**config.mk**
```make
export PLATFORM = sky130hd
export DESIGN_NAME = ssp_ctrl
export DESIGN_NICKNAME = d
export VERILOG_FILES = /design/src/rtl/ssp_pkg.sv /design/src/rtl/ssp_fifo.sv /design/src/rtl/ssp_xfer.sv /design/src/rtl/ssp_regs.sv /design/src/rtl/ssp_ctrl.sv
export SDC_FILE = /design/constraint.sdc
export NUM_CORES = 1
export LEC_CHECK = 0
export ABC_AREA = 1
export BUFFER_PORTS_ARGS = -buffer_cell sky130_fd_sc_hd__buf_2
export CAP_MARGIN = 30
export CORE_ASPECT_RATIO = 1.25
export CORE_MARGIN = 10
export CORE_UTILIZATION = 60
export DETAILED_ROUTE_END_ITERATION = 10
export MAX_ROUTING_LAYER = met4
export PLACE_DENSITY = 0.8
export SYNTH_ARGS = -nofsm -noshare
export SYNTH_HDL_FRONTEND = slang
export SYNTH_SLANG_ARGS = --single-unit
```
**constraint.sdc**
```tcl
create_clock -name clk -period 3.7 [get_ports clk]
set_input_delay 0.74 -clock clk [delete_from_list [all_inputs] [get_ports clk]]
set_output_delay 0.74 -clock clk [all_outputs]
set_load 0.02 [all_outputs]
```
**src/rtl/ssp_pkg.sv**
```systemverilog
package ssp_pkg;

  typedef enum logic {
    XF_IDLE = 1'b0,
    XF_WAIT = 1'b1
  } xfer_state_t;

  // Register word indices (byte offset / 4)
  localparam int OFS_CTRL0 = 0;
  localparam int OFS_CTRL1 = 1;
  localparam int OFS_DATA  = 2;
  localparam int OFS_STAT  = 3;
  localparam int OFS_PRESC = 4;
  localparam int OFS_MASK  = 5;
  localparam int OFS_RAW   = 6;
  localparam int OFS_MSK   = 7;

  // Status bit positions
  localparam int ST_TX_EMPTY = 0;
  localparam int ST_TX_NFULL = 1;
  localparam int ST_RX_NEMPT = 2;
  localparam int ST_RX_FULL  = 3;
  localparam int ST_BUSY     = 4;

  // Interrupt bit positions
  localparam int IRQ_RX_LVL = 2;
  localparam int IRQ_TX_LVL = 3;

  // Control 1 bit positions
  localparam int C1_LOOP = 0;
  localparam int C1_EN   = 1;

  // Width mask for a size field n: (2^(n+1))-1
  function automatic logic [31:0] size_mask(input logic [3:0] n);
    logic [32:0] full;
    full = (33'd1 << ({1'b0, n} + 5'd1)) - 33'd1;
    return full[31:0];
  endfunction

  // Identification window contents
  function automatic logic [7:0] id_byte(input logic [2:0] idx);
    case (idx)
      3'd0: return 8'h22;
      3'd1: return 8'h10;
      3'd2: return 8'h04;
      3'd3: return 8'h00;
      3'd4: return 8'h0D;
      3'd5: return 8'hF0;
      3'd6: return 8'h05;
      default: return 8'hB1;
    endcase
  endfunction

endpackage

```
**src/rtl/ssp_fifo.sv**
```systemverilog
module ssp_fifo #(
  parameter int W     = 16,
  parameter int DEPTH = 8,
  parameter int CNT_W = $clog2(DEPTH + 1)
) (
  input  logic             clk,
  input  logic             rst_n,
  input  logic             push,
  input  logic [W-1:0]     din,
  input  logic             pop,
  output logic [W-1:0]     dout,
  output logic [CNT_W-1:0] count,
  output logic             full,
  output logic             empty
);
  localparam int PTR_W = (DEPTH > 1) ? $clog2(DEPTH) : 1;
  localparam logic [CNT_W-1:0] FULL_CNT = CNT_W'(DEPTH);

  function automatic logic [PTR_W-1:0] ptr_next(input logic [PTR_W-1:0] p);
    return (p == PTR_W'(DEPTH - 1)) ? '0 : p + PTR_W'(1);
  endfunction

  logic [W-1:0]     mem [DEPTH];
  logic [PTR_W-1:0] rd_ptr, wr_ptr;
  logic             do_push, do_pop;

  assign full    = (count == FULL_CNT);
  assign empty   = (count == '0);
  assign do_push = push && !full;
  assign do_pop  = pop && !empty;
  assign dout    = mem[rd_ptr];

  always_ff @(posedge clk) begin
    if (do_push) mem[wr_ptr] <= din;
  end

  always_ff @(posedge clk) begin
    if (!rst_n) begin
      rd_ptr <= '0;
      wr_ptr <= '0;
      count  <= '0;
    end else begin
      if (do_push) wr_ptr <= ptr_next(wr_ptr);
      if (do_pop)  rd_ptr <= ptr_next(rd_ptr);
      case ({do_push, do_pop})
        2'b10:   count <= count + CNT_W'(1);
        2'b01:   count <= count - CNT_W'(1);
        default: count <= count;
      endcase
    end
  end
endmodule

```
**src/rtl/ssp_xfer.sv**
```systemverilog
module ssp_xfer import ssp_pkg::*; #(
  parameter int WORD_W = 16
) (
  input  logic              clk,
  input  logic              rst_n,
  input  logic              en,
  input  logic              loopback,
  input  logic              dev_present,
  input  logic              tx_empty,
  input  logic              rx_full,
  input  logic [WORD_W-1:0] tx_head,
  input  logic              req_ready,
  input  logic              rsp_valid,
  input  logic [WORD_W-1:0] rsp_data,
  output logic              req_valid,
  output logic [WORD_W-1:0] req_data,
  output logic              tx_pop,
  output logic              rx_push,
  output logic [WORD_W-1:0] rx_word,
  output logic              in_wait
);
  xfer_state_t state_q, state_d;
  logic go, direct;

  assign go       = en && !tx_empty && !rx_full;
  assign direct   = loopback || !dev_present;
  assign req_data = tx_head;
  assign in_wait  = (state_q == XF_WAIT);

  always_comb begin
    state_d   = state_q;
    req_valid = 1'b0;
    tx_pop    = 1'b0;
    rx_push   = 1'b0;
    rx_word   = '0;
    case (state_q)
      XF_IDLE: begin
        if (go) begin
          if (direct) begin
            tx_pop  = 1'b1;
            rx_push = 1'b1;
            rx_word = loopback ? tx_head : '0;
          end else begin
            req_valid = 1'b1;
            if (req_ready) state_d = XF_WAIT;
          end
        end
      end
      XF_WAIT: begin
        if (rsp_valid) begin
          tx_pop  = 1'b1;
          rx_push = 1'b1;
          rx_word = rsp_data;
          state_d = XF_IDLE;
        end
      end
      default: state_d = XF_IDLE;
    endcase
  end

  always_ff @(posedge clk) begin
    if (!rst_n) state_q <= XF_IDLE;
    else        state_q <= state_d;
  end
endmodule

```
**src/rtl/ssp_regs.sv**
```systemverilog
module ssp_regs import ssp_pkg::*; #(
  parameter int ADDR_W = 12,
  parameter int DATA_W = 32,
  parameter int WORD_W = 16,
  parameter int DEPTH  = 8,
  parameter int CNT_W  = $clog2(DEPTH + 1)
) (
  input  logic              clk,
  input  logic              rst_n,
  input  logic              sel,
  input  logic              wr,
  input  logic [ADDR_W-1:0] addr,
  input  logic [DATA_W-1:0] wdata,
  output logic [DATA_W-1:0] rdata,
  input  logic [WORD_W-1:0] rx_dout,
  input  logic [CNT_W-1:0]  tx_count,
  input  logic [CNT_W-1:0]  rx_count,
  input  logic              tx_full,
  input  logic              tx_empty,
  input  logic              rx_full,
  input  logic              rx_empty,
  output logic [WORD_W-1:0] mask,
  output logic              en,
  output logic              loopback,
  output logic [3:0]        im,
  output logic              tx_push,
  output logic [WORD_W-1:0] tx_din,
  output logic              rx_pop,
  output logic              irq
);
  localparam int WI_W = ADDR_W - 2;
  localparam int HALF = DEPTH / 2;

  logic [WORD_W-1:0] ctrl0_q;
  logic [3:0]        ctrl1_q;
  logic [7:0]        presc_q;
  logic [3:0]        im_q;
  logic [WI_W-1:0]   widx;
  logic              is_id, wr_hit, rd_hit, hit_data;
  logic [4:0]        status;
  logic [3:0]        raw;
  logic [31:0]       mask_full;
  logic              unused_bits;

  assign widx     = addr[ADDR_W-1:2];
  assign is_id    = &addr[ADDR_W-1:5];
  assign wr_hit   = sel && wr;
  assign rd_hit   = sel && !wr;
  assign hit_data = (widx == WI_W'(OFS_DATA)) && !is_id;

  assign mask_full = size_mask(ctrl0_q[3:0]);
  assign mask      = mask_full[WORD_W-1:0];
  assign en        = ctrl1_q[C1_EN];
  assign loopback  = ctrl1_q[C1_LOOP];
  assign im        = im_q;

  assign tx_push = wr_hit && hit_data && !tx_full;
  assign tx_din  = wdata[WORD_W-1:0] & mask;
  assign rx_pop  = rd_hit && hit_data && !rx_empty;

  assign unused_bits = ^{wdata[DATA_W-1:WORD_W], addr[1:0], rx_full};

  always_comb begin
    status              = '0;
    status[ST_TX_EMPTY] = tx_empty;
    status[ST_TX_NFULL] = !tx_full;
    status[ST_RX_NEMPT] = !rx_empty;
    status[ST_RX_FULL]  = (int'(rx_count) == DEPTH);
    status[ST_BUSY]     = !tx_empty;
    raw                 = '0;
    raw[IRQ_RX_LVL]     = (int'(rx_count) >= HALF);
    raw[IRQ_TX_LVL]     = (int'(tx_count) <= HALF);
  end

  assign irq = |(raw & im_q);

  always_ff @(posedge clk) begin
    if (!rst_n) begin
      ctrl0_q <= '0;
      ctrl1_q <= '0;
      presc_q <= '0;
      im_q    <= '0;
    end else if (wr_hit && !is_id) begin
      case (widx)
        WI_W'(OFS_CTRL0): ctrl0_q <= wdata[WORD_W-1:0];
        WI_W'(OFS_CTRL1): ctrl1_q <= wdata[3:0];
        WI_W'(OFS_PRESC): presc_q <= wdata[7:0];
        WI_W'(OFS_MASK):  im_q    <= wdata[3:0];
        default: ;
      endcase
    end
  end

  always_comb begin
    rdata = '0;
    if (is_id) begin
      rdata = DATA_W'(id_byte(addr[4:2]));
    end else begin
      case (widx)
        WI_W'(OFS_CTRL0): rdata = DATA_W'(ctrl0_q);
        WI_W'(OFS_CTRL1): rdata = DATA_W'(ctrl1_q);
        WI_W'(OFS_DATA):  rdata = rx_empty ? '0 : DATA_W'(rx_dout);
        WI_W'(OFS_STAT):  rdata = DATA_W'(status);
        WI_W'(OFS_PRESC): rdata = DATA_W'(presc_q);
        WI_W'(OFS_MASK):  rdata = DATA_W'(im_q);
        WI_W'(OFS_RAW):   rdata = DATA_W'(raw);
        WI_W'(OFS_MSK):   rdata = DATA_W'(raw & im_q);
        default:          rdata = '0;
      endcase
    end
  end
endmodule

```
**src/rtl/ssp_ctrl.sv**
```systemverilog
module ssp_ctrl import ssp_pkg::*; #(
  parameter int ADDR_W = 12,
  parameter int DATA_W = 32,
  parameter int WORD_W = 16,
  parameter int DEPTH  = 8
) (
  input  logic              clk,
  input  logic              rst_n,
  input  logic              bus_sel,
  input  logic              bus_wr,
  input  logic [ADDR_W-1:0] bus_addr,
  input  logic [DATA_W-1:0] bus_wdata,
  output logic [DATA_W-1:0] bus_rdata,
  output logic              irq,
  input  logic              dev_present,
  output logic              xchg_req_valid,
  input  logic              xchg_req_ready,
  output logic [WORD_W-1:0] xchg_req_data,
  input  logic              xchg_rsp_valid,
  input  logic [WORD_W-1:0] xchg_rsp_data
);
  localparam int CNT_W = $clog2(DEPTH + 1);

  logic [CNT_W-1:0]  tx_count, rx_count;
  logic              tx_full, tx_empty, rx_full, rx_empty;
  logic              tx_push, tx_pop, rx_push, rx_pop;
  logic [WORD_W-1:0] tx_din, tx_head, rx_din, rx_dout, rx_word, mask;
  logic              en, loopback, in_wait;
  logic [3:0]        im;

  assign rx_din = rx_word & mask;

  ssp_regs #(
    .ADDR_W(ADDR_W), .DATA_W(DATA_W), .WORD_W(WORD_W), .DEPTH(DEPTH), .CNT_W(CNT_W)
  ) u_regs (
    .clk(clk), .rst_n(rst_n), .sel(bus_sel), .wr(bus_wr), .addr(bus_addr),
    .wdata(bus_wdata), .rdata(bus_rdata), .rx_dout(rx_dout),
    .tx_count(tx_count), .rx_count(rx_count), .tx_full(tx_full),
    .tx_empty(tx_empty), .rx_full(rx_full), .rx_empty(rx_empty),
    .mask(mask), .en(en), .loopback(loopback), .im(im), .tx_push(tx_push),
    .tx_din(tx_din), .rx_pop(rx_pop), .irq(irq)
  );

  ssp_fifo #(.W(WORD_W), .DEPTH(DEPTH), .CNT_W(CNT_W)) u_txq (
    .clk(clk), .rst_n(rst_n), .push(tx_push), .din(tx_din), .pop(tx_pop),
    .dout(tx_head), .count(tx_count), .full(tx_full), .empty(tx_empty)
  );

  ssp_fifo #(.W(WORD_W), .DEPTH(DEPTH), .CNT_W(CNT_W)) u_rxq (
    .clk(clk), .rst_n(rst_n), .push(rx_push), .din(rx_din), .pop(rx_pop),
    .dout(rx_dout), .count(rx_count), .full(rx_full), .empty(rx_empty)
  );

  ssp_xfer #(.WORD_W(WORD_W)) u_xfer (
    .clk(clk), .rst_n(rst_n), .en(en), .loopback(loopback),
    .dev_present(dev_present), .tx_empty(tx_empty), .rx_full(rx_full),
    .tx_head(tx_head), .req_ready(xchg_req_ready), .rsp_valid(xchg_rsp_valid),
    .rsp_data(xchg_rsp_data), .req_valid(xchg_req_valid),
    .req_data(xchg_req_data), .tx_pop(tx_pop), .rx_push(rx_push),
    .rx_word(rx_word), .in_wait(in_wait)
  );
endmodule

```
## Word level (Yosys, flattened, before mapping)

Memories as Yosys holds them, arrays and structs flattened. A register that Yosys moved wholly into a read port is not among the register bits.
Index checks and enable logic that the tools add are counted.

| storage, ports and cells | value |
|---|---|
| memory bits (writable) | 256 |
| logic and storage cells | 124 |
| memories kept | 2 |
| input port bits | 67 |
| flip-flop bits (word level) | 53 |

| operators by class | value |
|---|---|
| order comparisons | 2 |
| $add $sub $neg | 10 |
| equality and inequality tests | 24 |
| mux-type cells | 35 |
| reduce and logical (&&, ||, !) cells | 34 |
| shifts and indexed selects | 1 |
| bitwise gates (word level) | 5 |

Memories:

| memory | words | bits a word | rd ports | clocked after Yosys merged registers in | write ports | RTL line | text |
|---|---|---|---|---|---|---|---|
| u_rxq.mem | 8 | 16 | 1 | 1 | 1 | ssp_fifo.sv:23 | `logic [W-1:0] mem [DEPTH];` |
| u_txq.mem | 8 | 16 | 1 | 1 | 1 | ssp_fifo.sv:23 |  |

Operators with widths:

| cell | number |
|---|---|
| $pmux W32 S8 | 1 |
| $mux W16 | 5 |
| $pmux W8 S7 | 1 |
| $eq A10 B3 Y1 const B | 4 |
| $and A16 B16 Y16 | 2 |
| $mux W32 | 1 |
| $pmux W16 S2 | 1 |
| $mux W3 | 8 |
| $eq A3 B3 Y1 const B | 7 |
| $eq A10 B2 Y1 const B | 2 |
| $pmux W4 S2 | 2 |
| $shl A1 B5 Y16 const A | 1 |
| $sub A16 B1 Y16 const B | 1 |
| $logic_and A1 B1 Y1 | 14 |
| $mux W1 | 14 |
| $add A3 B1 Y3 const B | 4 |
| $eq A4 B4 Y1 const B | 3 |
| $eq A10 B1 Y1 const B | 1 |
| $logic_not A10 Y1 | 1 |
| $add A4 B1 Y4 const B | 2 |
| $and A4 B4 Y4 | 2 |
| $logic_not A4 Y1 | 2 |
| $reduce_and A2 Y1 | 4 |
| $sub A4 B1 Y4 const B | 2 |
| 15 further kinds | 26 |

## Logic depth before layout (Yosys ltp)

Gate-level depths: netlist (run 1).

| depth | value |
|---|---|
| depth after elaboration | 9 |
| depth in mapped cells | 16 |
| depth with buffers taken out | 16 |

## Cells and area by module

A second synthesis (run 1) with hierarchy kept.

| unflattened totals | value |
|---|---|
| cell total of the unflattened synthesis | 1485 |
| area, all modules | 14789.2 um2 |

Modules (own cells, without submodules):

| module | cells an instance | instances | sequential area each (um2) | area an instance (um2) |
|---|---|---|---|---|
| ssp_fifo | 457 | 2 | 4103.9 | 5701.7 |
| ssp_regs | 451 | 1 | 640.6 | 2776.4 |
| ssp_xfer | 88 | 1 | 20.0 | 489.2 |
| ssp_ctrl | 32 | 1 | 0.0 | 120.1 |

## Worst setup path before layout (run 1)

OpenSTA, ideal clock, no wires.

| timing path | value |
|---|---|
| path kind | input to register |
| start | in bus_addr[10] |
| end | mem u_txq.mem[3][0], enable pin |
| slack | 0.621 ns |
| arrival time | 2.670 ns |
| stages on the path | 7 |
| required time | 3.291 ns |
| path through | nor2_1 -> nand3_2 -> nor2_4 -> inv_2 -> nor3_4 -> nand2_1 -> nor3_1 |

| on the way | value |
|---|---|
| longest elaborated chain between the ends | 8 |
| elaborated cells on any way between the ends | 9 |
| those cells by class | eq/ne (1); mux (2); reduce/logical (6) |

Ends and longest elaborated chain:

| what | RTL line | text |
|---|---|---|
| start, declared | ssp_ctrl.sv:11 | `input logic [ADDR_W-1:0] bus_addr,` |
| $reduce_and A7 Y1 | ssp_regs.sv:46 | `assign is_id = &addr[ADDR_W-1:5];` |
| $logic_not A1 Y1 | ssp_regs.sv:49 | `assign hit_data = (widx == WI_W'(OFS_DATA)) && !is_id;` |
| $logic_and A1 B1 Y1 (*) | ssp_regs.sv:49 |  |
| $logic_and A1 B1 Y1 (*) (2 in series) | ssp_regs.sv:57 | `assign tx_push = wr_hit && hit_data && !tx_full;` |
| $logic_and A1 B1 Y1 (*) | ssp_fifo.sv:29 | `assign do_push = push && !full;` |
| $mux W1 (*) | ssp_fifo.sv:34 | `if (do_push) mem[wr_ptr] <= din;` |
| $mux W1 (not written as such) (*) | ssp_fifo.sv:34 |  |
| end, declared | ssp_fifo.sv:23 |  |

Every way passes the cells marked *; elsewhere a longest branch is shown, timed or not.

## Final worst setup path (run 1)

| timing path | value |
|---|---|
| start | in bus_addr[4] |
| end | out bus_rdata[15] |

| on the way | value |
|---|---|
| longest elaborated chain between the ends | 3 |
| elaborated cells on any way between the ends | 10 |
| those cells by class | eq/ne (7); mux (2); reduce/logical (1) |

Ends and longest elaborated chain:

| what | RTL line | text |
|---|---|---|
| $eq A10 B3 Y1, or another cell as far along | ssp_regs.sv:99 | `case (widx)` |
| $pmux W32 S8 (*) | ssp_regs.sv:99 |  |
| $mux W32 (*) | ssp_regs.sv:96 | `if (is_id) begin` |
| end, declared | ssp_ctrl.sv:13 | `output logic [DATA_W-1:0] bus_rdata,` |

Marks and branches as above.

==> flow_metrics.env, run 1 <==
export IMPL_status="complete, no violations"
export IMPL_pre_cts_ws_ps=388
export IMPL_gpl_final_weighted_congestion=0.932
export IMPL_rsz0062_at_grt="false"
export IMPL_vdd_ir_drop_worst_uv=429
export IMPL_postSynthRegisterBits=315
export IMPL_clkSlewWorstSetupHoldPaths_ps=70
export IMPL_finalCoreUtilization_pct=68.8
export IMPL_antenna_found_initial=0
export IMPL_route_detailed_wl_per_inst_um=20.2
export IMPL_final_layout_size_suffix_gt1_share_pct=16.2
export IMPL_finalCritPeriodShare_pct=89.2
export IMPL_crit_path_end_kind="output pin"
export IMPL_dieArea_sq_um=29200
export IMPL_drt_iter0_drc=1139
export IMPL_cts_repair_timing_setup_buffer_count=0
export IMPL_core_area_sq_um=22300
export IMPL_reg2reg_depth=12
export IMPL_clkLatencyLatePin_ps=540
export IMPL_critical_path_n_buffers_inverters=6
export IMPL_achievable_frequency_ghz=0.303
export IMPL_most_common_cell_after_layout_fill_and_taps_aside="sky130_fd_sc_hd__edfxtp_1"
export IMPL_synthesis_area_sq_um=13600
export IMPL_detail_route_wirelength_mm=33.0
export IMPL_clock_sinks=315
export IMPL_synthesis_yosys_warnings=0
export IMPL_vias_per_cell=5.98
export IMPL_floorplan_die_width_um=155
export IMPL_synth_area_per_cell_sq_um=11.0
export IMPL_setup_worst_path_start="bus_addr[4]"
export IMPL_area_growth_syn_to_layout_pct=12.5
export IMPL_cap_viol_max_count=0
export IMPL_dp_hpwl_mm=21.8
export IMPL_slew_limit_headroom_pct=44.3
export IMPL_critical_path_top_delay_family="simple AND/OR/NAND/NOR gates"
export IMPL_layout_min_cycle_time_ps=3300
export IMPL_cts_htree_levels=1
export IMPL_global_route_usage_total_pct=22.2
export IMPL_rr_endpoint="u_rxq.count[3]$_SDFFE_PN0P_"
export IMPL_critical_path_cell_chain="buf_2, inv_1, nand3_2, nor2_4, inv_2, nor2_2, buf_4, buf_4, nand3_1, nand2_1, buf_2"
export IMPL_post_synthesis_cell_count=1239
export IMPL_skew_ps=10.4
export IMPL_timing_final_hold_violations=0
export IMPL_met3_usage_pct=3.30
export IMPL_numCtsBuffers=28
export IMPL_cts_tree="yes"
export IMPL_chipHeight_um=189
export IMPL_layout_setup_ws_ps=398
export IMPL_drc_errors=0
export IMPL_final_cell_area_sq_um=15300
export IMPL_row_count=61
export IMPL_critical_path_peak_fanout=9
export IMPL_grtUsageMet1_pct=25.9
export IMPL_nFillCells=1592
export IMPL_synth_top_flop_cell="sky130_fd_sc_hd__edfxtp_1"
export IMPL_global_route_wire_length_before_repair_mm=50.5
export IMPL_io_buffer_count=82
export IMPL_groute_layer_met2_usage_pct=37.9
export IMPL_power_per_unit_of_standard_cell_area_nw_per_um2=435
export IMPL_grt_overflow_total=0
export IMPL_synth_seq_area_share_pct=65.0
export IMPL_r2r_slack_ps=1110
export IMPL_cp_data_arrival_time_ps=2560
export IMPL_min_path_type="in2reg"
export IMPL_grt_pass1_vias=9472
export IMPL_power_total_mw=6.67
export IMPL_worst_slew_pin_transition_ps=836
export IMPL_most_used_cells_in_the_layout_excluding_fill_and_tap_cells="sky130_fd_sc_hd__edfxtp_1 (256), sky130_fd_sc_hd__nor2_1 (181), sky130_fd_sc_hd__o21ai_0 (147)"
export IMPL_grt_start_max_net_pins=65
export IMPL_synth_lib_cells_used_distinct=47
export IMPL_cts_root_buf="sky130_fd_sc_hd__clkbuf_16"
export IMPL_cts_resized=0
export IMPL_async_set_reset_flop_share_out_of_synthesis_pct=0
export IMPL_power_static_leakage_nw=5.53
export IMPL_synth_edf_count=256
export IMPL_cp_endpoint="bus_rdata[15]"
export IMPL_cts_hold_buf=0
export IMPL_antenna_cells=0
export IMPL_worst_path_stages=11
export IMPL_setup_total_negative_slack_ps=0
export IMPL_detailed_routing_iterations_pass_1=5
export IMPL_top_usage_layer="met2"
export IMPL_setup_viol_count_final=0
export IMPL_peak_per_stage_delay_on_the_critical_path_ps=460
export IMPL_critPathLaunchType="input pin"
export IMPL_floorplan_io_pins=117
export IMPL_initial_core_util_pct=61.2
export IMPL_design_final_nets=1408
export IMPL_timing_setup_critical_path_class="in2out"
export IMPL_crit_path_top_delay_cell="sky130_fd_sc_hd__nor2_2"
export IMPL_slew_viol_final=0
export IMPL_regToRegStartpoint="u_txq.count[0]$_SDFFE_PN0P_"
export IMPL_crit_required_ps=2960
export IMPL_dpl_cell_area_sq_um=14400
export IMPL_clock_path_buffers=3
export IMPL_antenna_left=0
export IMPL_detailroute_via_count=9760
[cell usage after synthesis, types with 4 or more instances]
cell                       number  area, sq um
sky130_fd_sc_hd__o21ai_1       25          125
sky130_fd_sc_hd__clkbuf_1      25         93.8
sky130_fd_sc_hd__buf_2         24          120
sky130_fd_sc_hd__ha_1          14          175
sky130_fd_sc_hd__dfxtp_1       59         1180
sky130_fd_sc_hd__nand4_1        6         37.5
sky130_fd_sc_hd__o211a_1        4         40.0
sky130_fd_sc_hd__inv_2          9         33.8
sky130_fd_sc_hd__a22o_1         4         35.0
sky130_fd_sc_hd__o21ai_0      147          736
sky130_fd_sc_hd__xor2_1         8         70.1
sky130_fd_sc_hd__xnor2_1        5         43.8
sky130_fd_sc_hd__nand2_2        6         37.5
sky130_fd_sc_hd__nor2_2        11         68.8
sky130_fd_sc_hd__nor2_1       181          679
sky130_fd_sc_hd__nand2_1      134          503
sky130_fd_sc_hd__o211ai_1      12         90.1
sky130_fd_sc_hd__nand3_1       29          145
sky130_fd_sc_hd__buf_4         20          150
sky130_fd_sc_hd__nor3_1        22          110
sky130_fd_sc_hd__o22ai_1       25          156
sky130_fd_sc_hd__o221ai_1      26          228
sky130_fd_sc_hd__inv_1         70          263
sky130_fd_sc_hd__mux2i_1       20          200
sky130_fd_sc_hd__a21oi_1       60          300
sky130_fd_sc_hd__edfxtp_1     256         7690
[sequential cells by signal (all words and copies together) (netlist names), named ones only]
| name | flops |
|---|---|
| u_regs.ctrl1_q | 4 |
| u_regs.ctrl0_q | 16 |
| u_xfer.in_wait | 1 |
| u_regs.presc_q | 8 |
| u_txq.mem | 128 |
| u_txq.rd_ptr | 3 |
| u_rxq.mem | 128 |
| u_regs.im | 4 |
| u_txq.wr_ptr | 3 |
| u_rxq.count | 4 |
| u_rxq.wr_ptr | 3 |
| u_txq.count | 4 |
| u_rxq.rd_ptr | 3 |
[report_power, final]
part	leakage (nW)	switching, mW	internal, mW
Combinational	2.35	0.0662	0.0267
Sequential	2.74	0.000134	3.78
Clock	0.433	1.24	1.56
[how the worst min path moves through the flow]
stage | from | end | depth (start not counted)
final | bus_wdata[12] | u_regs.ctrl0_q[12]$_SDFFE_PN0P_ | 3
after global routing | bus_wdata[9] | u_regs.ctrl0_q[9]$_SDFFE_PN0P_ | 3
after CTS | bus_wdata[12] | u_regs.ctrl0_q[12]$_SDFFE_PN0P_ | 3
after detailed placement | u_txq.rd_ptr[2]$_SDFFE_PN0P_ | u_txq.rd_ptr[2]$_SDFFE_PN0P_ | 2
after global placement | u_txq.rd_ptr[2]$_SDFFE_PN0P_ | u_txq.rd_ptr[2]$_SDFFE_PN0P_ | 2
after floorplan | u_rxq.count[3]$_SDFFE_PN0P_ | u_rxq.count[3]$_SDFFE_PN0P_ | 2
[layout make-up]
cell class                 instances  area, sq um  area share (%)
clock buffer                      42          835            5.44
multi-input combinational        781         4180            27.2
inverter                          84          320            2.09
clock inverter                    10         62.6           0.408
sequential                       315         8870            57.8
tap                              283          354            2.31
timing repair buffer             117          718            4.68
[per-stage QoR]
step	hold slack [ps]	instances
after floorplan	465	1254
after global placement	485	1579
after detailed placement	495	1580
after CTS	447	1632
after global routing	453	1632
final	454	1632
[metal layers]
metal	vias to the layer above	part of all wire, %
met1	4660	37
met4	0	3.2
met2	463	52
met5	-	0
li1	4556	-
met3	81	7.8
[cell families after synthesis]
group	share of synthesized area [%]
AND/OR/NAND/NOR	12.5
AO/OA/AOI/OAI	13.5
flip-flops	65.0
buffers and inverters	5.33
multiplexers	1.47
adder cells (fa/ha/maj)	1.28
XOR/XNOR	0.835
other	0.0551
[worst min-delay path: cells and delay by family]
| family | cells | cell delay [ps] |
|---|---|---|
| buffers and inverters | 2 | 120 |
| AO/OA/AOI/OAI | 1 | 100 |
Power figures use the tool's default switching activity.
==> run 2: changes to the inputs <==
Clock period 3.7 ns to 3.1 ns, I/O delays scaled along.
==> flow_metrics.env, run 2 (synthesis gave the netlist of run 1 again) <==
export IMPL_worst_slew_pin_transition_ps=743
export IMPL_chipHeight_um=189
export IMPL_timing_final_hold_violations=0
export IMPL_grt_pass1_vias=9476
export IMPL_most_used_cells_in_the_layout_excluding_fill_and_tap_cells="sky130_fd_sc_hd__edfxtp_1 (256), sky130_fd_sc_hd__nor2_1 (181), sky130_fd_sc_hd__o21ai_0 (147)"
export IMPL_finalCoreUtilization_pct=69.4
export IMPL_most_common_cell_after_layout_fill_and_taps_aside="sky130_fd_sc_hd__edfxtp_1"
export IMPL_regToRegStartpoint="u_regs.ctrl0_q[3]$_SDFFE_PN0P_"
export IMPL_route_detailed_wl_per_inst_um=20.3
export IMPL_grt_start_max_net_pins=65
export IMPL_row_count=61
export IMPL_regArea_sq_um=8870
export IMPL_global_route_wire_length_before_repair_mm=51.2
export IMPL_slew_limit_headroom_pct=50.5
export IMPL_power_static_leakage_nw=5.58
export IMPL_power_total_mw=8.29
export IMPL_dieArea_sq_um=29200
export IMPL_slew_viol_final=0
export IMPL_cap_viol_max_count=0
export IMPL_cts_htree_levels=1
export IMPL_numCtsBuffers=28
export IMPL_grt_overflow_total=0
export IMPL_detailroute_via_count=9874
export IMPL_clock_path_buffers=3
export IMPL_io_buffer_count=82
export IMPL_gpl_final_weighted_congestion=0.956
export IMPL_setup_viol_count_final=0
export IMPL_multi_input_area_sq_um=4180
export IMPL_global_route_usage_total_pct=22.4
export IMPL_layout_setup_ws_ps=126
export IMPL_final_cell_area_sq_um=15500
export IMPL_cp_endpoint="bus_rdata[3]"
export IMPL_clkSlewWorstSetupHoldPaths_ps=70
export IMPL_crit_path_end_kind="output pin"
export IMPL_crit_required_ps=2480
export IMPL_floorplan_die_width_um=155
export IMPL_antenna_left=0
export IMPL_r2r_slack_ps=500
export IMPL_status="complete, no violations"
export IMPL_pre_cts_ws_ps=301
export IMPL_vdd_ir_drop_worst_uv=510
export IMPL_reg2reg_depth=9
export IMPL_finalCritPeriodShare_pct=95.9
export IMPL_detail_route_wirelength_mm=33.0
export IMPL_area_growth_syn_to_layout_pct=13.4
export IMPL_dpl_cell_area_sq_um=14500
export IMPL_floorplan_io_pins=117
export IMPL_critical_path_peak_fanout=20
export IMPL_dp_hpwl_mm=21.5
export IMPL_largest_registers="u_rxq.mem (128), u_txq.mem (128), u_regs.ctrl0_q (16)"
export IMPL_drt_iter0_drc=1132
export IMPL_rr_endpoint="u_txq.mem[1][14]$_DFFE_PP_"
export IMPL_power_per_unit_of_standard_cell_area_nw_per_um2=536
export IMPL_layout_min_cycle_time_ps=2970
export IMPL_cts_tree="yes"
export IMPL_antenna_cells=0
export IMPL_critPathLaunchType="register"
export IMPL_skew_ps=10.8
export IMPL_cts_root_buf="sky130_fd_sc_hd__clkbuf_16"
export IMPL_clkLatencyLatePin_ps=540
export IMPL_design_final_nets=1406
export IMPL_detailed_routing_iterations_pass_1=5
export IMPL_min_path_type="in2reg"
export IMPL_timing_setup_critical_path_class="reg2out"
export IMPL_nFillCells=1545
export IMPL_final_layout_size_suffix_gt1_share_pct=16.5
export IMPL_rsz0062_at_grt="false"
export IMPL_drc_errors=0
export IMPL_antenna_found_initial=0
export IMPL_cp_data_arrival_time_ps=2350
export IMPL_vias_per_cell=6.06
export IMPL_clock_sinks=315
export IMPL_initial_core_util_pct=61.2
export IMPL_achievable_frequency_ghz=0.336
export IMPL_setup_total_negative_slack_ps=0
export IMPL_core_area_sq_um=22300
==> run 2: through the flow <==
step                std cells  hold WS, ps
finish                   1630          329
global route             1630          357
CTS                      1630          330
detailed placement       1578          490
global placement         1578          483
floorplan                1254          465
==> run 2: final cells by class <==
type	count	area share [%]
clock inverters	13	1.10
inverters	84	2.10
clock buffers	39	5.33
flip-flops and latches	315	57.4
repair buffers	115	4.74
well taps	283	2.29
multi-input cells	781	27.0
==> run 2: layer usage <==
| metal | share of wire [%] | global-route usage, % | vias to the layer above | wire length (um) |
|---|---|---|---|---|
| met5 | 0 | - | - | 0 |
| met4 | 3.0 | 7.21 | 0 | 1000 |
| met3 | 8.0 | 3.08 | 88 | 2630 |
| met2 | 51 | 37.9 | 504 | 16900 |
| met1 | 38 | 27.1 | 4722 | 12500 |
| li1 | - | - | 4560 | - |
==> run 2: where the power goes <==
| group | switching (mW) | internal, mW | total (mW) |
|---|---|---|---|
| logic | 0.0790 | 0.0327 | 0.112 |
| clock network | 1.48 | 2.19 | 3.67 |
| registers | 0.000167 | 4.51 | 4.51 |
==> run 2: worst min-delay path by stage <==
stage / slack, ps / from / depth (start not counted) / to
6_report: 330 / bus_wdata[11] / 3 / u_regs.ctrl0_q[11]$_SDFFE_PN0P_
5_1_grt: 360 / bus_wdata[11] / 3 / u_regs.ctrl0_q[11]$_SDFFE_PN0P_
4_1_cts: 330 / bus_wdata[12] / 3 / u_regs.ctrl0_q[12]$_SDFFE_PN0P_
3_5_place_dp: 490 / u_rxq.count[3]$_SDFFE_PN0P_ / 2 / u_rxq.count[3]$_SDFFE_PN0P_
3_3_place_gp: 480 / u_txq.rd_ptr[1]$_SDFFE_PN0P_ / 2 / u_txq.rd_ptr[1]$_SDFFE_PN0P_
2_1_floorplan: 460 / u_rxq.count[3]$_SDFFE_PN0P_ / 2 / u_rxq.count[3]$_SDFFE_PN0P_
==> run 2: repair_timing <==
| action | in CTS | in global routing |
|---|---|---|
| hold endpoints to repair | 0 | 0 |
| setup buffers | 0 | 0 |
| hold buffers | 0 | 0 |
| gates resized for setup | 0 | 3 |
| setup endpoints to repair | 0 | 8 |
==> run 2: critical path: stages, from the launching register on <==
cell and delay [ps]:
sky130_fd_sc_hd__dfxtp_2 380, sky130_fd_sc_hd__clkinvlp_4 230, sky130_fd_sc_hd__buf_12 230, sky130_fd_sc_hd__o21ai_0 180
sky130_fd_sc_hd__o211ai_1 170, sky130_fd_sc_hd__o211ai_1 230, sky130_fd_sc_hd__o2111ai_2 180, sky130_fd_sc_hd__buf_2 190
